==> src/rtl/can_arb_pkg.sv <==
// Package: shared types for the CAN transmit arbiter.
// Assumes: nothing beyond the standard language.
package can_arb_pkg;

    // Data scheduling policy, as decoded from cfg_fixed.
    typedef enum logic {
        ARB_ROTATE = 1'b0,
        ARB_FIXED  = 1'b1
    } arb_mode_e;

    // Outcome of the outstanding attempt, as seen in one cycle.
    typedef enum logic [1:0] {
        EVT_NONE = 2'd0,
        EVT_SENT = 2'd1,
        EVT_LOST = 2'd2
    } fr_evt_e;

endpackage

==> src/rtl/can_req_bank.sv <==
// Module: can_req_bank
// Holds one pending flag per buffer. Set-mask bits raise flags. A single
// indexed clear drops one flag; a set in the same cycle wins over that clear.
// Assumes: clr_idx < NBUF whenever clr_en is high.
module can_req_bank #(
    parameter int NBUF = 32,
    parameter int IDXW = $clog2(NBUF)
) (
    input  logic            clk,
    input  logic            rst_n,
    input  logic [NBUF-1:0] set_mask,
    input  logic            clr_en,
    input  logic [IDXW-1:0] clr_idx,
    output logic [NBUF-1:0] pend
);

    for (genvar i = 0; i < NBUF; i++) begin : g_flag
        logic clr_hit;

        // Decode whether this flag is the one being cleared.
        always_comb clr_hit = clr_en && (clr_idx == IDXW'(i));

        // Flag register: set dominates clear, otherwise hold.
        always_ff @(posedge clk) begin
            if (!rst_n)
                pend[i] <= 1'b0;
            else if (set_mask[i])
                pend[i] <= 1'b1;
            else if (clr_hit)
                pend[i] <= 1'b0;
        end
    end

endmodule

==> src/rtl/can_first_set.sv <==
// Module: can_first_set
// Finds the first set bit of req, starting at index start and going upward,
// wrapping from NBUF-1 to 0. Purely combinational.
// Assumes: start < NBUF.
module can_first_set #(
    parameter int NBUF = 32,
    parameter int IDXW = $clog2(NBUF)
) (
    input  logic [NBUF-1:0] req,
    input  logic [IDXW-1:0] start,
    output logic            found,
    output logic [IDXW-1:0] idx
);

    // Circular scan from start; the first hit is kept.
    always_comb begin
        found = 1'b0;
        idx   = '0;
        for (int off = 0; off < NBUF; off++) begin
            int pos;
            pos = int'(start) + off;
            if (pos >= NBUF)
                pos = pos - NBUF;
            if (!found && req[pos]) begin
                found = 1'b1;
                idx   = IDXW'(pos);
            end
        end
    end

endmodule

==> src/rtl/can_arb_ctrl.sv <==
// Module: can_arb_ctrl
// Grant sequencer. Raises one grant when the frame engine is idle, holds it
// until a sent or lost pulse, then tells the flag banks what to clear. It
// also keeps the rotating search pointer and the sticky sent interrupt.
// Assumes: the found/idx inputs come from the two finders over current flags.
module can_arb_ctrl
    import can_arb_pkg::*;
#(
    parameter int NBUF = 32,
    parameter int IDXW = $clog2(NBUF)
) (
    input  logic            clk,
    input  logic            rst_n,
    input  logic            rtr_found,
    input  logic [IDXW-1:0] rtr_idx,
    input  logic            tx_found,
    input  logic [IDXW-1:0] tx_idx,
    input  logic            fr_ready,
    input  logic            fr_done,
    input  logic            fr_lost,
    input  logic            irq_clr,
    output logic            grant_valid,
    output logic [IDXW-1:0] grant_idx,
    output logic            grant_rtr,
    output logic [IDXW-1:0] rr_ptr,
    output logic            tx_clr_en,
    output logic            rtr_clr_en,
    output logic [IDXW-1:0] clr_idx,
    output logic            tx_msg_irq
);

    localparam logic [IDXW-1:0] LAST_IDX = IDXW'(NBUF - 1);

    fr_evt_e         evt;
    logic            issue;
    logic [IDXW-1:0] idx_next;

    // Classify the engine's pulses; pulses without a grant are dropped.
    always_comb begin
        if (grant_valid && fr_done)
            evt = EVT_SENT;
        else if (grant_valid && fr_lost)
            evt = EVT_LOST;
        else
            evt = EVT_NONE;
    end

    // A new grant may start only from idle with something pending.
    always_comb issue = !grant_valid && fr_ready && (rtr_found || tx_found);

    // Successor of the granted index with wrap-around.
    always_comb idx_next = (grant_idx == LAST_IDX) ? '0 : grant_idx + 1'b1;

    // Grant register: drop on an outcome, load on issue, else hold.
    always_ff @(posedge clk) begin
        if (!rst_n) begin
            grant_valid <= 1'b0;
            grant_idx   <= '0;
            grant_rtr   <= 1'b0;
        end else if (evt != EVT_NONE) begin
            grant_valid <= 1'b0;
        end else if (issue) begin
            grant_valid <= 1'b1;
            grant_rtr   <= rtr_found;
            grant_idx   <= rtr_found ? rtr_idx : tx_idx;
        end
    end

    // Rotating pointer: moves past a sent data buffer, parks on a lost one.
    always_ff @(posedge clk) begin
        if (!rst_n)
            rr_ptr <= '0;
        else if (evt == EVT_SENT && !grant_rtr)
            rr_ptr <= idx_next;
        else if (evt == EVT_LOST && !grant_rtr)
            rr_ptr <= grant_idx;
    end

    // Sticky interrupt: a data send sets it, software clear drops it.
    always_ff @(posedge clk) begin
        if (!rst_n)
            tx_msg_irq <= 1'b0;
        else if (evt == EVT_SENT && !grant_rtr)
            tx_msg_irq <= 1'b1;
        else if (irq_clr)
            tx_msg_irq <= 1'b0;
    end

    // Clear commands toward the two flag banks.
    always_comb begin
        tx_clr_en  = (evt == EVT_SENT) && !grant_rtr;
        rtr_clr_en = (evt == EVT_SENT) && grant_rtr;
        clr_idx    = grant_idx;
    end

endmodule

==> src/rtl/can_tx_arbiter.sv <==
// Module: can_tx_arbiter (top)
// Picks the next CAN transmit buffer for the frame engine. Remote replies
// come first in index order. Data requests are served in fixed or
// rotating order, as cfg_fixed selects. Storage write strobes are gated so
// that a buffer with a pending request keeps its contents.
// Assumes: the engine pulses fr_done/fr_lost for one cycle per attempt.
module can_tx_arbiter
    import can_arb_pkg::*;
#(
    parameter  int NBUF = 32,
    localparam int IDXW = $clog2(NBUF)
) (
    input  logic            clk,
    input  logic            rst_n,
    input  logic            cfg_fixed,
    input  logic [NBUF-1:0] txreq_set,
    input  logic [NBUF-1:0] rtrreq_set,
    input  logic            irq_clr,
    input  logic            wr_en,
    input  logic [IDXW-1:0] wr_idx,
    output logic [NBUF-1:0] buf_we,
    input  logic            fr_ready,
    input  logic            fr_done,
    input  logic            fr_lost,
    output logic            grant_valid,
    output logic [IDXW-1:0] grant_idx,
    output logic            grant_rtr,
    output logic [NBUF-1:0] txreq_pend,
    output logic [NBUF-1:0] rtrreq_pend,
    output logic            tx_msg_irq
);

    arb_mode_e       mode;
    logic [IDXW-1:0] rr_ptr;
    logic [IDXW-1:0] tx_start;
    logic            tx_found;
    logic [IDXW-1:0] tx_idx;
    logic            rtr_found;
    logic [IDXW-1:0] rtr_idx;
    logic            tx_clr_en;
    logic            rtr_clr_en;
    logic [IDXW-1:0] clr_idx;

    // Decode the policy bit and choose where the data search begins.
    always_comb begin
        mode     = arb_mode_e'(cfg_fixed);
        tx_start = (mode == ARB_FIXED) ? '0 : rr_ptr;
    end

    can_req_bank #(.NBUF(NBUF), .IDXW(IDXW)) u_tx_bank (
        .clk      (clk),
        .rst_n    (rst_n),
        .set_mask (txreq_set),
        .clr_en   (tx_clr_en),
        .clr_idx  (clr_idx),
        .pend     (txreq_pend)
    );

    can_req_bank #(.NBUF(NBUF), .IDXW(IDXW)) u_rtr_bank (
        .clk      (clk),
        .rst_n    (rst_n),
        .set_mask (rtrreq_set),
        .clr_en   (rtr_clr_en),
        .clr_idx  (clr_idx),
        .pend     (rtrreq_pend)
    );

    can_first_set #(.NBUF(NBUF), .IDXW(IDXW)) u_tx_find (
        .req   (txreq_pend),
        .start (tx_start),
        .found (tx_found),
        .idx   (tx_idx)
    );

    can_first_set #(.NBUF(NBUF), .IDXW(IDXW)) u_rtr_find (
        .req   (rtrreq_pend),
        .start ('0),
        .found (rtr_found),
        .idx   (rtr_idx)
    );

    can_arb_ctrl #(.NBUF(NBUF), .IDXW(IDXW)) u_ctrl (
        .clk         (clk),
        .rst_n       (rst_n),
        .rtr_found   (rtr_found),
        .rtr_idx     (rtr_idx),
        .tx_found    (tx_found),
        .tx_idx      (tx_idx),
        .fr_ready    (fr_ready),
        .fr_done     (fr_done),
        .fr_lost     (fr_lost),
        .irq_clr     (irq_clr),
        .grant_valid (grant_valid),
        .grant_idx   (grant_idx),
        .grant_rtr   (grant_rtr),
        .rr_ptr      (rr_ptr),
        .tx_clr_en   (tx_clr_en),
        .rtr_clr_en  (rtr_clr_en),
        .clr_idx     (clr_idx),
        .tx_msg_irq  (tx_msg_irq)
    );

    for (genvar i = 0; i < NBUF; i++) begin : g_we
        // Storage strobe for buffer i: only when addressed and not pending.
        always_comb buf_we[i] = wr_en && (wr_idx == IDXW'(i)) && !txreq_pend[i];
    end

endmodule

==> config.mk <==
export PLATFORM = sky130hd
export DESIGN_NAME = can_tx_arbiter
export DESIGN_NICKNAME = d
export VERILOG_FILES = /design/src/rtl/can_arb_pkg.sv /design/src/rtl/can_req_bank.sv /design/src/rtl/can_first_set.sv /design/src/rtl/can_arb_ctrl.sv /design/src/rtl/can_tx_arbiter.sv
export SDC_FILE = /design/constraint.sdc
export NUM_CORES = 1
export LEC_CHECK = 0
export CAP_MARGIN = 30
export CORE_ASPECT_RATIO = 2
export CORE_MARGIN = 1.5
export CORE_UTILIZATION = 40
export CTS_CLUSTER_DIAMETER = 150
export DETAILED_ROUTE_END_ITERATION = 12
export DONT_BUFFER_PORTS = 1
export SLEW_MARGIN = 20
export SYNTH_ARGS = -nofsm -noshare
export SYNTH_HDL_FRONTEND = slang
export SYNTH_SLANG_ARGS = --single-unit
==> constraint.sdc <==
create_clock -name clk -period 6.5 [get_ports clk]
set_input_delay 0.325 -clock clk [delete_from_list [all_inputs] [get_ports clk]]
set_output_delay 0.325 -clock clk [all_outputs]
set_load 0.005 [all_outputs]
; Word level (Yosys, flattened, before mapping)
; Cells that the tools add are included.
[word_totals]
ff_bits = 77
input_bits = 77
out_inout_bits = 104
elab_cells = 1020
[op_classes]
addsub = 64
order_cmp = 64
n_eq_ne = 64
muxes = 392
bitwise = 2
reduce_logical = 365
[ops]
columns = op, count
row1 = $lt A32 B7 Y1 const B, 32
row2 = $mux W32, 32
row3 = $ge A32 B7 Y1 const B, 31
row4 = $sub A32 B7 Y32 const B, 31
row5 = $mux W5, 53
row6 = $mux W1, 259
row7 = $logic_and A1 B1 Y1, 197
row8 = $bmux W1 S5, 32
row9 = $eq A5 B5 Y1 const B, 32
row10 = $reduce_bool A2 Y1, 67
row11 = $add A5 B5 Y6 const B, 16
row12 = $logic_not A1 Y1, 96
row13 = $eq A5 B4 Y1 const B, 16
row14 = $add A5 B4 Y6 const B, 8
row15 = $eq A5 B3 Y1 const B, 8
row16 = $mux W4, 8
row17 = $add A5 B3 Y6 const B, 4
row18 = $eq A5 B2 Y1 const B, 4
row19 = $add A5 B2 Y6 const B, 2
row20 = $mux W3, 4
row21 = $eq A5 B1 Y1 const B, 2
row22 = $logic_not A5 Y1, 2
row23 = $mux W2, 4
row24 = $sub A5 B6 Y7 const B, 1
row25 = other kinds (9), 10

; Longest topological paths before layout
; Gate-level depths: netlist of run 1.
[logic_depth]
word_depth = 103
depth_mapped = 25

; Hierarchy
; A second synthesis of run 1 with hierarchy kept.
[hier_totals]
cells_unflattened = 1959
area_unflattened_um2 = 17151.4
[by_module_without_submodules]
columns = mod, instances, cells_each, area_per_inst_um2, seq_area_each_um2
row1 = can_first_set at u_rtr_find, 1, 802, 6814.0, 0.0
row2 = can_first_set at u_tx_find, 1, 726, 6600.1, 0.0
row3 = can_req_bank, 2, 147, 1307.5, 640.6
row4 = can_arb_ctrl, 1, 84, 793.3, 260.2
row5 = can_tx_arbiter, 1, 53, 329.1, 0.0

; Least setup slack after synthesis of run 1
; Ideal clock, no wire load.
[synth_timing]
kind = reg-to-reg
startpoint = reg u_ctrl.rr_ptr[1]
endpoint = reg u_ctrl.grant_idx[0], in the netlist u_ctrl.clr_idx[0]
setup_ns = 0.086
arrival_time_ns = 4.913
path_slack_ns = 1.502
path_stages_with_launch = 25
n_path_buf = 8
period_less_slack_ns = 4.998
path_cell_list = dfxtp_1 > buf_4 > buf_4 > nor2b_1 > buf_2 > inv_2 > clkbuf_1 > ha_1 > buf_2 > inv_1 > xnor2_2 > buf_4 > buf_4 > mux2i_1 > a22oi_1 > a21oi_1 > nor3_1 > nand3_1 > or4_1 > buf_4 > o311ai_4 > inv_2 > o311ai_1 > a31oi_1 > a211oi_1
[synth_between]
elab_chain_cells = 103
elab_cells_between_ends = 354
classes_between = add/sub: 63 / order compare: 32 / mux: 194 / reduce/logical: 65
[synth_rtl]
columns = element, line
row1 = start: declaration, can_arb_ctrl.sv:25  ; output logic [IDXW-1:0] rr_ptr,
row2 = start signal: assignment, can_arb_ctrl.sv:74  ; rr_ptr <= idx_next;
row3 = start signal: assignment, can_arb_ctrl.sv:76  ; rr_ptr <= grant_idx;
row4 = $mux W5 (*), can_tx_arbiter.sv:47  ; tx_start = (mode == ARB_FIXED) ? '0 : rr_ptr;
row5 = "parallel branches: the longest is 102 deep, another holds $sub A32 B7 Y32", --
row6 = end signal: assignment, can_arb_ctrl.sv:65  ; grant_idx <= rtr_found ? rtr_idx : tx_idx;
row7 = end: declaration, can_arb_ctrl.sv:23  ; output logic [IDXW-1:0] grant_idx,
; Every way passes the cells marked *. The select of a mux whose other input is x is not followed.
; A chain may end at the register's enable or synchronous reset.

; Worst setup path after layout of run 1
[layout_timing]
startpoint = reg u_ctrl.rr_ptr[0]
endpoint = reg u_ctrl.grant_idx[0], in the netlist u_ctrl.clr_idx[0]
; The elaborated chain is that of the path after synthesis.

==> results_dict.tcl, run 1 <==
set metrics [dict create \
    seqPwrFrac 0.273 \
    cts_buffer_depth 2 \
    post-route-period-util 0.9136 \
    cellPowerDensity_nw_per_um2 212.9 \
    synth.distinct_cells 93 \
    synth-seq-area-share 0.1632 \
    grt_max_degree 64 \
    clkTransAtPathRegs_ns 0.06 \
    htreeDepth 3 \
    post-cts-setup-buffer-count 0 \
    hold_violations 0 \
    whs_ns 0.09528 \
    crit_path_top_delay_cell "or4_1" \
    yosys_warnings 0 \
    drtPass1Iterations 6 \
    rrSetupSlack_ns 0.56 \
    min_path_cells 2 \
    clock_sinks 77 \
    cts_tree "built" \
    synth_area_um2 9447 \
    worstReg2RegStart "u_ctrl.rr_ptr[0]" \
    hold_buffers 0 \
    synth_commonest_cells "a21oi_1, mux2i_1, o21ai_0, nand2_1, nor2_1" \
    internal_power_uw 1182 \
    cpLargestDelayFamily "simple AND/OR/NAND/NOR gates" \
    routedWlPerCell_um 31.12 \
    fin_setup_tns_ns 0 \
    io_buffers 0 \
    rows 79 \
    async_reset_ff_frac 0 \
    core_area_um2 23230 \
    rr_endpoint "u_ctrl.clr_idx[0]" \
    clock_latency_ns 0.35 \
    syn2layout_area_growth_pct 6.053 \
    antenna_found_initial 1 \
    grt_overflow 0 \
    drive_above_1_share 0.1071 \
    setup_viol 0 \
    required_ns 6.76 \
    clkPwrFrac 0.254 \
    antenna_left 0 \
    crit_top_cell "buf_4" \
    period_needed_ns 5.939 \
    path_max_fanout 19 \
    yosys.area.top_type "dfxtp_1" \
    fin_skew_ns 0.007838 \
    root_buffer "clkbuf_16" \
    avgSynthCellArea_um2 7.421 \
    critPathKind "reg -> reg" \
    yosysMostFrequentCell "a21oi_1" \
    crit_cells 18 \
    reg2reg_depth 18 \
    initial_utilization 0.4067 \
    fp.dieW_um 111.7 \
    synth.top_cell.area_share 0.1632 \
    synth_area_leaders "dfxtp_1, mux2i_1, a21oi_1" \
    p_comb_frac 0.472 \
    status "completed" \
    worstSetupStartpoint "u_ctrl.rr_ptr[0]" \
    netSwitchingFraction 0.4459 \
    endpoint_kind "flip-flop" \
    io_pins 181 \
    fill_cells 2361 \
    vdd_drop_max_v 0.0002155 \
    grt_pass1_wl_mm 69.14 \
    die_area_um2 24600 \
    crit_chain "nor2b_2, inv_4, ha_1, inv_1, xnor2_2, buf_4, mux4_2, mux2i_1, mux2_2, nor4_2, nand4_1, buf_4, or4_1, o311ai_4, inv_2, o311ai_1, a31oi_1, a211oi_1" \
    arrival_ns 6.20 \
    first_iter_violations 881 \
    clock.fmax_mhz 168.4 \
    synth_edf_count 0 \
    die_y_um 220.3 \
    rsz0062_at_grt "false" \
    fin_nets 1335 \
    cts_inserted_buffers 9 \
    post-route-cell-area_um2 10020 \
    routed_wl_mm 47.77 \
    maxCapViolations 0 \
    slowest_delay_ns 0.73 \
    path_buf_inv 5 \
    tightest_slew_ns 1.042 \
    post-route-util 0.4313 \
    endpoint "u_ctrl.clr_idx[0]" \
    ys.flop_type "dfxtp_1" \
    grt_pass1_vias 10489 \
    avgViaCountPerCell 7.057 \
    postPlaceCellArea_um2 9684 \
    cts_resized 0 \
    vias 10832 \
    power_leakage_uw 0.003865 \
    gp_congestion 1.061 \
    gr-usage-all-layers 0.3793 \
    ys_seq_elements 77 \
    synthCells 1273 \
    slew_violations 0 \
    hp-class "in -> reg" \
    syn-num-nets 1362 \
    switchingPower_uw 951.1 \
    route.detailed.drc 0 \
    crit_path_start_kind "flip-flop" \
    dp_hpwl_mm 37.68 \
    slew-limit-headroom 0.3020 \
]
layer usage:
layer,vias to the layer above,track usage,wire length [um]
li1,4731,-,-
met1,5103,0.3650,14820
met2,719,0.6902,24270
met3,279,0.06546,3608
met4,0,0.3325,5063
met5,-,0,0
worst min-delay path by stage:
stage,start,end,slack (ns)
floorplan,rtrreq_set[15],u_rtr_bank.pend[15],0.44
global placement,txreq_set[15],u_tx_bank.pend[15],0.45
detailed placement,rtrreq_set[31],u_rtr_bank.pend[31],0.45
CTS,rtrreq_set[31],u_rtr_bank.pend[31],0.09
global route,txreq_set[11],u_tx_bank.pend[11],0.09
finish,rtrreq_set[31],u_rtr_bank.pend[31],0.1
sequential cells by signal (all words and copies together), names as in the netlist:
name and count:
u_ctrl.clr_idx 5, u_ctrl.grant_rtr 1, u_ctrl.grant_valid 1, u_ctrl.rr_ptr 5, u_ctrl.tx_msg_irq 1, u_rtr_bank.pend 32, u_tx_bank.pend 32
cells by family (layout without fill, tap and decap cells):
group / Yosys count / after routing / share of synthesized area
adder cells (fa/ha/maj): 12 / 12 / 0.01589
flip-flops: 77 / 77 / 0.1632
XOR/XNOR: 19 / 19 / 0.01921
AO/OA/AOI/OAI: 393 / 393 / 0.2657
multiplexers: 175 / 175 / 0.2268
AND/OR/NAND/NOR: 428 / 428 / 0.2298
other: 0 / 1 / 0
buffers and inverters: 169 / 147 / 0.07947
cell type report:
| class | count | area [um^2] | area share |
|---|---|---|---|
| diodes | 1 | 2.502 | 0.0002498 |
| clock buffers | 11 | 232.7 | 0.02323 |
| clock inverters | 5 | 83.83 | 0.008368 |
| inverters | 91 | 344.1 | 0.03434 |
| multi-input cells | 1027 | 7162 | 0.7149 |
| flip-flops and latches | 77 | 1541 | 0.1539 |
| well taps | 283 | 354.1 | 0.03534 |
| repair buffers | 40 | 297.8 | 0.02972 |
worst register-to-register path, cell delays in order (launching register included):
cell      delay (ns)
dfxtp_1         0.30
nor2b_2         0.17
inv_4           0.24
ha_1            0.64
inv_1           0.32
xnor2_2         0.37
buf_4           0.35
mux4_2          0.32
mux2i_1         0.13
mux2_2          0.41
nor4_2          0.34
nand4_1         0.15
buf_4           0.22
or4_1           0.73
o311ai_4        0.51
inv_2           0.19
o311ai_1        0.15
a31oi_1         0.08
a211oi_1        0.22
cell usage in the layout (no fill, tap or decap), types with 7 or more instances in the layout:
cell type	instances
buf_4	37
and3_1	11
nand4_1	13
a31oi_1	12
a21oi_1	128
o211ai_1	14
clkbuf_16	9
nor4_1	13
dfxtp_1	77
a221oi_1	7
a22o_1	8
mux2_2	23
nand2_1	98
nor2b_1	12
nor3_1	59
xnor2_1	14
nor2_1	97
or3_1	14
o32ai_1	7
nand3b_1	12
mux2i_1	120
and2_1	9
o21ai_0	99
o2111ai_1	7
ha_1	12
a21o_1	8
nor3b_1	7
a22oi_1	10
nand3_1	41
nand2b_1	12
inv_1	85
a211oi_1	18
mux4_2	23
o22ai_1	11
power by group through the flow:
stage          clock (uW)  sequential, uW  combinational [uW]
6_report              542             583                1010
5_1_grt               570             587                1050
4_1_cts               550             580                 959
3_5_place_dp            0             592                 954
3_3_place_gp            0             590                 963
2_1_floorplan           0             554                 644
through the flow:
stage	worst slack (ns)	cells	power, uW
floorplan	1.502	1273	1199
global placement	0.9740	1514	1554
detailed placement	0.8038	1516	1546
CTS	0.7297	1532	2090
global route	0.2831	1535	2206
finish	0.5613	1535	2133
(Power assumes the default switching activity.)
==> run 2, diff against run 1 <==
ABC_AREA = 1   (was default)
==> run 2 against run 1 <==
Sequential power is essentially flat. Via count shrank 2.7%. Clock power shrank 3.9%. Synthesized cell count up 19%. Non-clock buffer count fell by 17. Area after synthesis fell by 12%. Sequential share of layout area is 2.0 points higher. Wire length shrank 16%. Critical path type unchanged. Critical endpoint is now u_ctrl.clr_idx[1]. Highest routed layer unchanged.
==> results_dict.tcl, run 2 <==
set metrics [dict create \
    avgSynthCellArea_um2 5.480 \
    routed_wl_mm 39.98 \
    whs_ns 0.09973 \
    cts_resized 0 \
    grt_pass1_wl_mm 58.72 \
    n_antenna_cell 0 \
    arrival_ns 6.14 \
    clock_sinks 77 \
    synth.top_cell.area_share 0.1853 \
    synth_area_leaders "dfxtp_1, nand2_1, nand3_1" \
    synth_commonest_cells "nand2_1, nand3_1, nor2_1, inv_1, a21oi_1" \
    async_reset_ff_frac 0 \
    seqPwrFrac 0.364 \
    endpoint_kind "flip-flop" \
    dp_hpwl_mm 31.98 \
    cts_tree "built" \
    grt_max_degree 48 \
    path_max_fanout 15 \
    clkPwrFrac 0.326 \
    initial_utilization 0.4084 \
    seqCellArea_um2 1541 \
    fp.dieW_um 105.0 \
    internal_power_uw 956.7 \
    power_leakage_uw 0.004284 \
    m1WireLength_mm 12.38 \
    setup_viol 0 \
    cellPowerDensity_nw_per_um2 180.5 \
    syn2layout_area_growth_pct 6.482 \
    fin_setup_tns_ns 0 \
    largestRegisters "u_rtr_bank.pend: 32 flops, u_tx_bank.pend: 32 flops" \
    rsz0062_at_grt "false" \
    post-route-period-util 0.9042 \
    vdd_drop_max_v 0.0002174 \
    critPathKind "reg -> reg" \
    fin_skew_ns 0.005210 \
    clock.fmax_mhz 170.1 \
    route.met2.wl_mm 19.43 \
    yosysMostFrequentCell "nand2_1" \
    gp_congestion 1.079 \
    period_needed_ns 5.877 \
    dr_wl_met3_mm 2.664 \
    most-common-layout-cells "nand2_1, nand3_1, nor2_1" \
    syn-num-nets 1607 \
    post-route-util 0.4349 \
    io_pins 181 \
    crit_path_start_kind "flip-flop" \
    crit_path_top_delay_cell "inv_1" \
    fin_nets 1588 \
    yosys.area.top_type "dfxtp_1" \
    die_y_um 207.0 \
    ys.flop_type "dfxtp_1" \
    first_iter_violations 874 \
    antenna_left 0 \
    io_buffers 0 \
    dp_slack_ns 0.7600 \
    synth-seq-area-share 0.1853 \
    route.detailed.drc 0 \
    slew-limit-headroom 0.3858 \
    placed_cells 1751 \
    vias 10542 \
    core_area_um2 20370 \
    cts_buffer_depth 2 \
    antenna_found_initial 0 \
    yosys_warnings 0 \
    top_layer "met4" \
    fill_cells 2270 \
    netSwitchingFraction 0.4017 \
    hold_buffers 0 \
    final_cells 1770 \
    synth_area_um2 8319 \
    slew_violations 0 \
    maxCapViolations 0 \
    multi_input_area_um2 5774 \
    clock_latency_ns 0.34 \
    status "completed" \
    gr-usage-all-layers 0.3632 \
    timing.final.ws_setup_ns 0.6226 \
    avgViaCountPerCell 5.956 \
    die_area_um2 21720 \
    routedWlPerCell_um 22.59 \
    switchingPower_uw 642.4 \
    required_ns 6.77 \
    clkTransAtPathRegs_ns 0.07 \
    mostFrequentLayoutCell "nand2_1" \
    synthCells 1518 \
    grt_pass1_vias 10248 \
    drtPass1Iterations 6 \
    tightest_slew_ns 0.9182 \
    post-cts-setup-buffer-count 0 \
    htreeDepth 3 \
    synth_edf_count 0 \
    cts_inserted_buffers 9 \
    slowest_delay_ns 0.62 \
    p_comb_frac 0.311 \
    grt_overflow 0 \
    hp-class "in -> reg" \
    synth.distinct_cells 47 \
    rows 74 \
    hold_violations 0 \
    ys_seq_elements 77 \
    root_buffer "clkbuf_16" \
    drive_above_1_share 0.05652 \
]
run 2: layout make-up:
class / instances / area share
Sequential cell: 77 / 0.1740
Clock buffer: 10 / 0.02698
Tap cell: 266 / 0.03757
Multi-Input combinational cell: 1192 / 0.6518
Inverter: 196 / 0.08305
Clock inverter: 6 / 0.008051
Timing Repair Buffer: 23 / 0.01850
run 2: kinds of logic after synthesis:
logic type	synth area share
flip-flops	0.1853
XOR/XNOR	0.02301
adder cells (fa/ha/maj)	0.01805
AO/OA/AOI/OAI	0.1339
buffers and inverters	0.1209
AND/OR/NAND/NOR	0.5189
run 2: routing by layer:
metal	GRT usage	up-vias
met5	0	-
met4	0.4217	0
met3	0.07127	260
met2	0.6508	577
met1	0.3124	4745
li1	-	4960
run 2: worst paths after layout:
check | slack [ns] | depth (start not counted) | startpoint | to
setup / recovery | 0.62 | 28 | u_ctrl.rr_ptr[2] | u_ctrl.clr_idx[1]
hold / removal | 0.1 | 2 | txreq_set[4] | u_tx_bank.pend[4]
setup reg to reg | 0.62 | 28 | u_ctrl.rr_ptr[2] | u_ctrl.clr_idx[1]
hold reg to reg | 0.48 | 2 | u_ctrl.tx_msg_irq | u_ctrl.tx_msg_irq
run 2: power groups by stage:
stage / Sequential (uW) / Clock (uW) / Combinational [uW]
after floorplan: 549 / 0 / 348
after global placement: 588 / 0 / 474
after detailed placement: 588 / 0 / 476
after CTS: 577 / 529 / 478
after global routing: 583 / 546 / 543
final: 582 / 521 / 497
run 2: stage by stage:
stage | instance area, um^2 | total power, uW
floorplan | 8319 | 896.5
global placement | 8527 | 1061
detailed placement | 8531 | 1064
CTS | 8841 | 1585
global route | 8859 | 1673
finish | 8859 | 1599
run 2: critical path, delay by kind of cell, from the launching register on:
kind            cells  cell delay (ns)
compound gates      4             1.13
flops               1             0.48
simple gates       20             3.37
buf+inv             4             0.82
